## config.mk

```make
export PLATFORM = sky130hd
export DESIGN_NAME = pwmt_channel
export DESIGN_NICKNAME = d
export VERILOG_FILES = /design/src/rtl/pwmt_pkg.sv /design/src/rtl/pwmt_regs.sv /design/src/rtl/pwmt_core.sv /design/src/rtl/pwmt_channel.sv
export SDC_FILE = /design/constraint.sdc
export NUM_CORES = 1
export LEC_CHECK = 0
export BUFFER_PORTS_ARGS = -buffer_cell sky130_fd_sc_hd__buf_2
export CORE_MARGIN = 5
export CORE_UTILIZATION = 35
export CTS_CLUSTER_DIAMETER = 60
export DETAILED_ROUTE_END_ITERATION = 16
export HOLD_SLACK_MARGIN = 0.08
export PLACE_DENSITY = 0.51
export SYNTH_ARGS = -nofsm -noshare
export SYNTH_HDL_FRONTEND = slang
export SYNTH_SLANG_ARGS = --single-unit
```

## constraint.sdc

```tcl
create_clock -name clk -period 3.08 [get_ports clk]
set_input_delay 0.616 -clock clk [delete_from_list [all_inputs] [get_ports clk]]
set_output_delay 0.616 -clock clk [all_outputs]
set_load 0.1 [all_outputs]
```

## src/rtl/pwmt_pkg.sv

```systemverilog
package pwmt_pkg;
    localparam logic [7:0] OFS_LD_LO = 8'h00;
    localparam logic [7:0] OFS_CUR   = 8'h04;
    localparam logic [7:0] OFS_CTRL  = 8'h08;
    localparam logic [7:0] OFS_EOI   = 8'h0C;
    localparam logic [7:0] OFS_STS   = 8'h10;
    localparam logic [7:0] OFS_LD_HI = 8'hB0;

    typedef struct packed {
        logic pwm;
        logic mask;
        logic user;
        logic en;
    } ctrl_t;
endpackage

```

## src/rtl/pwmt_regs.sv

```systemverilog
module pwmt_regs
    import pwmt_pkg::*;
#(
    parameter int CNT_W  = 32,
    parameter int ADDR_W = 8
) (
    input  logic              clk,
    input  logic              rst_n,
    input  logic              wr_en_i,
    input  logic              rd_en_i,
    input  logic [ADDR_W-1:0] addr_i,
    input  logic [CNT_W-1:0]  wdata_i,
    output logic [CNT_W-1:0]  rdata_o,
    input  logic              expire_i,
    input  logic [CNT_W-1:0]  cnt_i,
    output logic [CNT_W-1:0]  ld_lo_o,
    output logic [CNT_W-1:0]  ld_hi_o,
    output ctrl_t             ctrl_o,
    output logic              irq_o
);
    typedef struct packed {
        logic [CNT_W-1:0] ld_lo;
        logic [CNT_W-1:0] ld_hi;
        ctrl_t            ctrl;
        logic             sts;
    } reg_st_t;

    reg_st_t st_d, st_q;
    logic hit_lo, hit_hi, hit_ctrl, hit_cur, hit_eoi, hit_sts;

    always_comb begin
        hit_lo   = (addr_i == ADDR_W'(OFS_LD_LO));
        hit_hi   = (addr_i == ADDR_W'(OFS_LD_HI));
        hit_ctrl = (addr_i == ADDR_W'(OFS_CTRL));
        hit_cur  = (addr_i == ADDR_W'(OFS_CUR));
        hit_eoi  = (addr_i == ADDR_W'(OFS_EOI));
        hit_sts  = (addr_i == ADDR_W'(OFS_STS));

        st_d = st_q;
        if (wr_en_i) begin
            if (hit_lo)   st_d.ld_lo = wdata_i;
            if (hit_hi)   st_d.ld_hi = wdata_i;
            if (hit_ctrl) st_d.ctrl  = ctrl_t'(wdata_i[3:0]);
        end
        if (rd_en_i && hit_eoi) st_d.sts = 1'b0;
        if (expire_i)           st_d.sts = 1'b1;

        rdata_o = '0;
        if (hit_lo)             rdata_o = st_q.ld_lo;
        if (hit_hi)             rdata_o = st_q.ld_hi;
        if (hit_cur)            rdata_o = cnt_i;
        if (hit_ctrl)           rdata_o = CNT_W'(st_q.ctrl);
        if (hit_eoi || hit_sts) rdata_o = CNT_W'(st_q.sts);
    end

    always_ff @(posedge clk or negedge rst_n) begin
        if (!rst_n) st_q <= '0;
        else        st_q <= st_d;
    end

    assign ld_lo_o = st_q.ld_lo;
    assign ld_hi_o = st_q.ld_hi;
    assign ctrl_o  = st_q.ctrl;
    assign irq_o   = st_q.sts & ~st_q.ctrl.mask;

    // an expiry leaves the flag set on the following cycle
    p_expire_sets_r5: assert property (@(posedge clk) disable iff (!rst_n)
        expire_i |=> st_q.sts);
    // the flag holds unless an end-of-interrupt read happens
    p_sticky_r5: assert property (@(posedge clk) disable iff (!rst_n)
        (st_q.sts && !(rd_en_i && hit_eoi)) |=> st_q.sts);
    // an end-of-interrupt read without a competing expiry clears the flag
    p_eoi_clear_r6: assert property (@(posedge clk) disable iff (!rst_n)
        (rd_en_i && hit_eoi && !expire_i) |=> !st_q.sts);
endmodule

```

## src/rtl/pwmt_core.sv

```systemverilog
module pwmt_core #(
    parameter int CNT_W = 32
) (
    input  logic             clk,
    input  logic             rst_n,
    input  logic             en_i,
    input  logic             user_i,
    input  logic             pwm_i,
    input  logic [CNT_W-1:0] ld_lo_i,
    input  logic [CNT_W-1:0] ld_hi_i,
    output logic [CNT_W-1:0] cnt_o,
    output logic             expire_o,
    output logic             out_o
);
    typedef struct packed {
        logic [CNT_W-1:0] cnt;
        logic             out;
        logic             run;
    } core_st_t;

    core_st_t st_d, st_q;

    always_comb begin
        st_d     = st_q;
        expire_o = 1'b0;
        if (!en_i) begin
            st_d.run = 1'b0;
            st_d.out = 1'b0;
        end else if (!st_q.run) begin
            st_d.run = 1'b1;
            st_d.cnt = ld_lo_i;
            st_d.out = 1'b0;
        end else if (st_q.cnt == '0) begin
            expire_o = 1'b1;
            if (!user_i) begin
                st_d.cnt = '1;
            end else if (pwm_i) begin
                st_d.out = ~st_q.out;
                st_d.cnt = st_q.out ? ld_lo_i : ld_hi_i;
            end else begin
                st_d.cnt = ld_lo_i;
            end
        end else begin
            st_d.cnt = st_q.cnt - 1'b1;
        end
    end

    always_ff @(posedge clk or negedge rst_n) begin
        if (!rst_n) st_q <= '0;
        else        st_q <= st_d;
    end

    assign cnt_o = st_q.cnt;
    assign out_o = st_q.out;

    // a fresh start loads the low-phase value and begins low
    p_low_start_r10: assert property (@(posedge clk) disable iff (!rst_n)
        $rose(st_q.run) |-> (st_q.cnt == $past(ld_lo_i)) && !st_q.out);
    // a disabled channel drives the output low
    p_idle_low_r7: assert property (@(posedge clk) disable iff (!rst_n)
        !en_i |=> !out_o);
    // a disabled channel does not move its counter
    p_frozen_r7: assert property (@(posedge clk) disable iff (!rst_n)
        (!en_i) |=> $stable(cnt_o));
    // a running non-zero count steps down by one
    p_step_r2: assert property (@(posedge clk) disable iff (!rst_n)
        (st_q.run && en_i && st_q.cnt != '0) |=> cnt_o == $past(cnt_o) - 1'b1);
    // free-running mode never toggles the output
    p_free_hold_r4: assert property (@(posedge clk) disable iff (!rst_n)
        (en_i && !user_i) |=> $stable(out_o));
endmodule

```

## src/rtl/pwmt_channel.sv

```systemverilog
module pwmt_channel
    import pwmt_pkg::*;
#(
    parameter int CNT_W  = 32,
    parameter int ADDR_W = 8
) (
    input  logic              clk,
    input  logic              rst_n,
    input  logic              wr_en,
    input  logic              rd_en,
    input  logic [ADDR_W-1:0] addr,
    input  logic [CNT_W-1:0]  wdata,
    output logic [CNT_W-1:0]  rdata,
    output logic              pwm_out,
    output logic              irq
);
    ctrl_t            ctrl;
    logic [CNT_W-1:0] ld_lo, ld_hi, cnt;
    logic             expire;

    pwmt_regs #(.CNT_W(CNT_W), .ADDR_W(ADDR_W)) u_regs (
        .clk      (clk),
        .rst_n    (rst_n),
        .wr_en_i  (wr_en),
        .rd_en_i  (rd_en),
        .addr_i   (addr),
        .wdata_i  (wdata),
        .rdata_o  (rdata),
        .expire_i (expire),
        .cnt_i    (cnt),
        .ld_lo_o  (ld_lo),
        .ld_hi_o  (ld_hi),
        .ctrl_o   (ctrl),
        .irq_o    (irq)
    );

    pwmt_core #(.CNT_W(CNT_W)) u_core (
        .clk      (clk),
        .rst_n    (rst_n),
        .en_i     (ctrl.en),
        .user_i   (ctrl.user),
        .pwm_i    (ctrl.pwm),
        .ld_lo_i  (ld_lo),
        .ld_hi_i  (ld_hi),
        .cnt_o    (cnt),
        .expire_o (expire),
        .out_o    (pwm_out)
    );

    // a masked channel never raises its interrupt
    p_mask_quiet_r5: assert property (@(posedge clk) disable iff (!rst_n)
        ctrl.mask |-> !irq);
endmodule

```

==> results.json <==
{
  "outcome": "completed",
  "placedInstanceArea_um2": 7240,
  "power_per_cell_area_nw_per_um2": 511,
  "yosys.area_share.simple_pct": 15.4,
  "worstSetupStartpointType": "input pin",
  "gr-total-overflow": 0,
  "synthCells": 641,
  "yosys.area_share.adder_pct": 0.417,
  "cp.required_ns": 2.46,
  "period_minus_slack_ns": 3.03,
  "slowest_stage": "or3b_4",
  "drt_wl_total_mm": 18.0,
  "io_pins": 78,
  "rows": 47,
  "cts_buffer_depth": 2,
  "clock-sinks": 103,
  "synth_most_common_cell": "dfrtp_1",
  "grt_max_degree": 65,
  "synth-xor-area-share_pct": 3.65,
  "fin_skew_ns": 0.0111,
  "p_leak_nw": 3.43,
  "numPortBuffers": 77,
  "die_w_um": 141,
  "synthMuxAreaShare_pct": 13.8,
  "critPathMaxFanout": 7,
  "synth-seq-area-share_pct": 43.0,
  "path_clk_slew_ns": 0.08,
  "via_per_inst": 5.78,
  "rsz0062_at_grt": "true",
  "setup_viol": 0,
  "wl_per_cell_um": 19.2,
  "hp-class": "input pin to asynchronous set/reset pin",
  "whs_ns": 0.355,
  "grt_use_total_pct": 18.3,
  "syn_to_final_growth_pct": 26.6,
  "ys_types": 46,
  "cp.arrival_ns": 2.42,
  "layoutNonFillerInstCount": 936,
  "die-area_um2": 19900,
  "synth_ff_type": "dfrtp_1",
  "dp_cells": 917,
  "first_iter_violations": 525,
  "netlist.area_leader.share_pct": 43.0,
  "path_buf_inv": 5,
  "dp_slack_ns": -0.0401,
  "slew_headroom_pct": 25.2,
  "period_share_pct": 98.5,
  "start_util_pct": 35.9,
  "drc_errors": 0,
  "synth_nets": 687,
  "finalMaxSlewViolations": 0,
  "yosysTopAreaCell": "dfrtp_1",
  "maxCapViolations": 0,
  "path_class": "input pin to output port",
  "yosys_warnings": 0,
  "synth_compound_area_share_pct": 17.8,
  "synthTopCellsByArea": "dfrtp_1, mux2_2, a222oi_1, nand2_1, o21ai_0",
  "ir_drop_mv": 0.294,
  "antennaDiodeCount": 0,
  "nets": 757,
  "synth_top_family_by_area": "compound AO/OA/AOI/OAI gates",
  "path_delay_family": "simple AND/OR/NAND/NOR gates",
  "async_flop_share_pct": 100,
  "synth_common_cells": "dfrtp_1, nand2_1, mux2_2",
  "endpoint_kind": "output port",
  "grt_pass1_vias": 5603,
  "final_area_um2": 7600,
  "cts_hold_buf": 0,
  "clock.fmax_mhz": 330,
  "grt_pass1_wl_mm": 29.6,
  "cts_tree": "yes",
  "max_stage_delay_ns": 0.42,
  "dp_hpwl_mm": 12.2,
  "htree_levels": 3,
  "setup_slack_ns": 0.0455,
  "worstMarginPinSlew_ns": 1.12,
  "hold_violations": 0,
  "die_h_um": 141,
  "yosys_register_bits": 103,
  "gp_congestion": 0.871,
  "cp_cell_sequence": "buf_6, or3_4, or3b_4, nor3_4, buf_6, buf_12, a222oi_1, inv_2, buf_12",
  "vias": 5407,
  "avgSynthCellArea_um2": 9.36,
  "numCtsBuffers": 9,
  "clock_latency_ns": 0.36,
  "netlist_area_um2": 6000,
  "antenna_found_initial": 0,
  "synth_edf_count": 0,
  "total_power_mw": 3.88,
  "cts-root-buf": "clkbuf_16",
  "drtPass1Iterations": 5,
  "drtAntennaViolNets": 0,
  "core-area_um2": 16700,
  "layout-drive-gt1-share_pct": 33.4,
  "fillers": 1622
}
## flip-flops by register name, summed over array words and instances, names as in the netlist
signal / flops
u_core.cnt_o: 32
u_core.out_o: 1
u_core.st_q: 1
u_regs.ctrl_o: 4
u_regs.ld_hi_o: 32
u_regs.ld_lo_o: 32
u_regs.st_q: 1
## power by group
part           internal [mW]  switching, mW  total [mW]
Combinational          0.441          0.586        1.03
Clock                  0.577          0.547        1.12
Sequential              1.50          0.227        1.73
## kinds of logic after synthesis
group	count (synthesis)
muxes	74
adders and majority gates	2
AOI/OAI and AO/OA	156
DFF	103
buffers and inverters	88
xor gates and xnor gates	25
and+or+nand+nor	193
## per-layer routing
metal / global-route usage, % / share of wire (%) / wire (µm) / up-vias
met4: 5.00 / 1.3 / 242 / 0
li1: - / - / - / 2489
met5: 0 / 0 / 0 / -
met2: 29.6 / 48 / 8660 / 188
met1: 25.3 / 45 / 8180 / 2706
met3: 3.49 / 5.1 / 917 / 24
## layout make-up
class                      instances  area [µm²]  area share [%]
clock buffer                      11         243            3.19
clock inverter                     5        41.3           0.543
inverter                          39         146            1.93
multi-input combinational        450        3120            41.1
sequential                       103        2580            33.9
tap                              220         275            3.62
timing repair buffer             108        1190            15.6
## path summary, 6_finish.rpt
| check | from | endpoint | slack [ns] | depth (start not counted) |
|---|---|---|---|---|
| worst max-delay path | addr[2] | rdata[18] | 0.05 | 9 |
| worst min-delay path | rst_n | u_regs.ctrl_o[2] | 0.35 | 1 |
| worst max register to register | u_core.cnt_o[17] | u_core.cnt_o[4] | 0.26 | 6 |
| worst min register to register | u_regs.ld_hi_o[15] | u_regs.ld_hi_o[15] | 0.54 | 1 |
| max in group asynchronous | rst_n | u_regs.ld_lo_o[29] | 2.00 | 2 |
| min in group clk | wdata[20] | u_regs.ld_lo_o[20] | 0.49 | 2 |
## cell usage in the layout (no fill, tap or decap), types with 12 or more instances in the layout
| cell | synthesis | final |
|---|---|---|
| dfrtp_1 | 103 | 102 |
| mux2_2 | 68 | 68 |
| nand2_1 | 70 | 67 |
| buf_2 | 2 | 42 |
| o21ai_0 | 38 | 38 |
| buf_12 | 0 | 36 |
| a222oi_1 | 32 | 32 |
| nor2_1 | 32 | 31 |
| a31oi_1 | 30 | 30 |
| inv_2 | 0 | 28 |
| buf_4 | 1 | 25 |
| nand3_1 | 25 | 24 |
| a21oi_1 | 24 | 24 |
| xnor2_1 | 17 | 17 |
| nor3_1 | 16 | 15 |
| nor4_1 | 15 | 12 |
## per-stage QoR
step	setup TNS, ns	utilization [%]
after CTS	0	45.1
after global placement	-0.00986	43.3
final	0	45.5
after detailed placement	-0.325	43.3
after floorplan	-0.0107	-
after global routing	-0.0269	45.5
## what timing repair did
action	CTS	global route
setup endpoints to repair	16	31
buffers inserted	0	2
gates resized for setup	2	5
pin swaps	0	6
cloned	0	1
Note: power is estimated with default switching activity, not from simulation.
